<file path="src/rtl/vcfc_pkg.sv">
package vcfc_pkg;

    localparam int STAT_W         = 32;
    localparam int FRAME_RCVD_BIT = 31;
    localparam int DT_W           = 6;

    localparam logic [DT_W-1:0] DT_FRAME_START = 6'h00;
    localparam logic [DT_W-1:0] DT_FRAME_END   = 6'h01;

    // per-channel decoded events for one cycle
    typedef struct packed {
        logic fs;
        logic fe;
        logic crc;
    } chan_hit_t;

    // per-channel registered results
    typedef struct packed {
        logic sync_err;
        logic data_err;
    } chan_flag_t;

    function automatic int sync_bit_pos(input int ch);
        return 2 * ch + 1;
    endfunction

    function automatic int data_bit_pos(input int ch);
        return 2 * ch;
    endfunction

endpackage

</file>
<file path="src/rtl/vcfc_chan_state.sv">
module vcfc_chan_state
    import vcfc_pkg::*;
(
    input  logic       clk,
    input  logic       rst,
    input  logic       flush,
    input  chan_hit_t  hit,
    output chan_flag_t flag
);

    logic in_frame;
    logic crc_pend;

    always_ff @(posedge clk) begin
        if (rst || flush) begin
            in_frame <= 1'b0;
            crc_pend <= 1'b0;
            flag     <= '0;
        end else begin
            flag.sync_err <= hit.fe && !in_frame;
            flag.data_err <= hit.fe && in_frame && (crc_pend || hit.crc);
            if (hit.fs) begin
                in_frame <= 1'b1;
                crc_pend <= hit.crc;
            end else if (hit.fe) begin
                in_frame <= 1'b0;
                crc_pend <= 1'b0;
            end else if (hit.crc && in_frame) begin
                crc_pend <= 1'b1;
            end
        end
    end


    restart_clears_chk: assert property (@(posedge clk) disable iff (rst)
        (hit.fs && !hit.crc && !flush) |=> (in_frame && !crc_pend));


    flush_idle_chk: assert property (@(posedge clk) disable iff (rst)
        flush |=> (!in_frame && !crc_pend && flag == '0));


    sync_cause_chk: assert property (@(posedge clk) disable iff (rst)
        flag.sync_err |-> $past(hit.fe && !flush));


    idle_crc_ignored_chk: assert property (@(posedge clk) disable iff (rst)
        (!in_frame && !hit.fs) |=> !crc_pend);


    error_kinds_excl_chk: assert property (@(posedge clk) disable iff (rst)
        !(flag.sync_err && flag.data_err));

endmodule

</file>
<file path="config.mk">
export PLATFORM = sky130hd
export DESIGN_NAME = vcfc_chan_state
export DESIGN_NICKNAME = d
export VERILOG_FILES = /design/src/rtl/vcfc_pkg.sv /design/src/rtl/vcfc_chan_state.sv
export SDC_FILE = /design/constraint.sdc
export NUM_CORES = 1
export LEC_CHECK = 0
export ABC_AREA = 1
export BUFFER_PORTS_ARGS = -buffer_cell sky130_fd_sc_hd__buf_2
export CORE_AREA = 2 2 39 41
export DETAILED_ROUTE_END_ITERATION = 12
export DIE_AREA = 0 0 41 43
export GPL_ROUTABILITY_DRIVEN = 0
export HOLD_SLACK_MARGIN = 0.02
export PLACE_DENSITY = 0.3
export SLEW_MARGIN = 5
export SYNTH_ARGS = -nofsm -noshare
export SYNTH_HDL_FRONTEND = slang
export SYNTH_SLANG_ARGS = --single-unit
</file>
<file path="constraint.sdc">
create_clock -name clk -period 1 [get_ports clk]
set_input_delay 0.3 -clock clk [delete_from_list [all_inputs] [get_ports clk]]
set_output_delay 0.3 -clock clk [all_outputs]
set_load 0.02 [all_outputs]
</file>
; ---- Word level (Yosys, flattened, before mapping)
; Cells that the tools add are included.
[totals]
ff_bits = 4
in_bits = 6
out_inout_bits = 2
[op_classes]
reduce_logical = 9
n_mux = 5
[ops]
columns = cell, n
row1 = 1-bit 2-to-1 mux, 5
row2 = 1-bit logical AND, 4
row3 = 3-bit nonzero test, 1
row4 = 1-bit logical OR, 2
row5 = 2-bit nonzero test, 1
row6 = 1-bit zero test, 1

; ---- Logic depth before layout (Yosys ltp)
[depth]
word_depth = 4
ltp_mapped = 4

; ---- Worst setup path after synthesis
; Ideal clock, no wire load.
[synth_path]
path_type = register to output
from = reg flag[0] (netlist bit)
to = out flag[0] (netlist bit)
stages_incl_launch_ff = 1
slack_ps = 305
n_path_buf = 0
arrival_time_ps = 395
path_cell_list = dfxtp_1
[synth_lines]
columns = item, line
row1 = from (decl), vcfc_chan_state.sv:8  ; output chan_flag_t flag
; No word-level cell between the ends.

; ---- Final worst setup path
[layout_path]
from = reg flag[0] (netlist bit)
to = out flag[0] (netlist bit)
; No word-level cell between the ends.

==> reports/metrics.cfg <==
[route]
vias=150
ant_nets=0
drc=0
met3_wirelength_um=66
wire_per_inst_um=6.52
first_pass_iters=4
drtIter0Drc=3
wl_met2_um=93
m1WireLength_um=132
dr.max_layer_used=met4
wirelength_um=300
vias_per_cell=3.26

[clock_network]
h-tree-depth=1
clock_sinks=4
cts_resized=0
cts_tree=built
root_buffer=clkbuf_4
clk_path_buf_depth=2
clk_latency_ns=0.24
ctsHoldBuffers=0
path_clk_slew_ns=0.04
cts_buffers=3
post_cts_buffers=0

[power_and_ir_drop]
leakagePower_nw=0.108
power_frac_comb_pct=7.8
p_int_mw=0.314
p_sw_mw=0.0891
peakVddDrop_v=0.000429
swShare_pct=22.1
p_per_area_nw_per_um2=1760
p_clk_share_pct=50.7
pwr-share-seq_pct=41.5

[placement]
dpl.hpwl_um=233
portBuffers=7
post-place-ws_ns=0.170

[synth]
synth_top_flop_cell=dfxtp_1
synth_edf_count=0
synth_area_leaders=dfxtp_1 (54%), inv_1 (10%), nand2_1 (10%), nor2_1 (10%), a21oi_2 (5.9%)
syn_area_um2=149
ys_seq_elements=4
yosysWarnings=0
netlist.area_leader.share_pct=53.8
syn_inst=20
yosys.area.top_type=dfxtp_1
synthTopCellsByCount=dfxtp_1 (4), inv_1 (4), nand2_1 (4), nor2_1 (4)
seq_area_frac_synth_pct=53.8
syn_area_per_cell_um2=7.44
async_reset_ff_share_pct=0
synth_fp_nets=26
synth_cell_type_count=8

[sta]
fmax_ghz=1.02
fin_crit_ns=0.980
setup_viol=0
finalHoldViolCount=0
fin_crit_sh_pct=98.0
tightestPinTransition_ns=0.201
setup_tns_ns=0
setup_slack_ns=0.0203
relSlewSlack_pct=86.5
slew_viol_final=0
rsz0062_at_grt=no
finClkSkew_ns=0.00458

[cells_and_area]
fillers=162
seq_area_um2=80.1
diodes=0
finish.net_count=38
drive_above_1_share_pct=36.7
areaGrowthSynthToFinish_pct=53.8
multi_input_area_um2=53.8

[grt]
antenna_found_initial=0
grt_pass1_wl_um=483
grt_max_degree=5
grt_usage_pct=5.03
grt_pass1_vias=137
grt_overflow=0

[status]
outcome=finished clean

[flow_run]
cap_violations=0

[critical_path]
crit_arrival_ns=0.68
critical_path.cell_chain=buf_2
critical_path_class=reg2out
critPathBufInv=1
slowest_delay_ns=0.29
crit_required_ns=0.70
critical_path.max_fanout=1
critPathSlowestCell=dfxtp_1
crit_path_end_kind=output pin
start_kind=flip-flop
cpLargestDelayFamily=flip-flops

[die]
dieArea_um2=1760
core_area_um2=1380
rows=14
pin_count=8
die_h_um=43
die_w_um=41
start_util_pct=10.8

[hold_path]
min_path_type=in2reg

## state kept, by name, indices dropped and copies added, names as in the netlist
signal,cells
flag,2
in_frame,1
crc_pend,1
## placed cells by master (no fill, tap or decap), drive strengths merged
master  count
dfxtp       4
a21oi       2
clkbuf      3
nor2        4
nand2       4
inv         4
nor3        1
o21ai       1
buf         7
## stage by stage
| stage | total power [mW] | util [%] | cell area (µm²) | hold WS [ns] | instances |
|---|---|---|---|---|---|
| floorplan | 0.185 | - | 149 | 0.417 | 20 |
| global placement | 0.200 | 14.7 | 204 | 0.467 | 43 |
| detailed placement | 0.201 | 14.7 | 204 | 0.466 | 43 |
| CTS | 0.416 | 16.4 | 226 | 0.294 | 46 |
| global route | 0.426 | 16.5 | 229 | 0.322 | 46 |
| finish | 0.403 | 16.5 | 229 | 0.303 | 46 |
## worst min-delay path, cell delays in order
cell	delay, ns
buf_2	0.10
a21oi_1	0.04
nor2_1	0.06
## power groups by stage
stage          registers (mW)  clock network (mW)  logic, mW
2_1_floorplan           0.172                   0     0.0130
3_3_place_gp            0.170                   0     0.0304
3_5_place_dp            0.170                   0     0.0308
4_1_cts                 0.167               0.218     0.0308
5_1_grt                 0.168               0.223     0.0360
6_report                0.167               0.205     0.0313
## cell families (layout without fill, tap and decap cells)
logic type / after synthesis / count (layout) / share of synthesized area [%]
compound gates: 3 / 3 / 12.6
buf+inv: 4 / 14 / 10.1
flops: 4 / 4 / 53.8
simple gates: 9 / 9 / 23.5
## metal layers
metal / track usage [%] / up-vias
li1: - / 80
met1: 4.52 / 58
met2: 4.69 / 10
met3: 7.85 / 2
met4: 4.00 / 0
met5: 0 / -
## worst paths after layout
path,slack [ns],to,cells past startpoint,startpoint
min reg2reg,0.47,flag[0]$_SDFF_PP0_,2,in_frame$_SDFFE_PP0P_
max reg2reg,0.32,crc_pend$_SDFFE_PP0P_,4,in_frame$_SDFFE_PP0P_
max,0.02,flag[0],1,flag[0]$_SDFF_PP0_
min,0.30,in_frame$_SDFFE_PP0P_,3,hit[2]
## cell type report
cell class,instances,share of cell area (%)
sequential,4,35.0
multi-input combinational,12,23.5
timing repair buffer,7,16.4
clock buffer,3,9.84
tap,16,8.74
inverter,4,6.56
(Power assumes the default switching activity.)
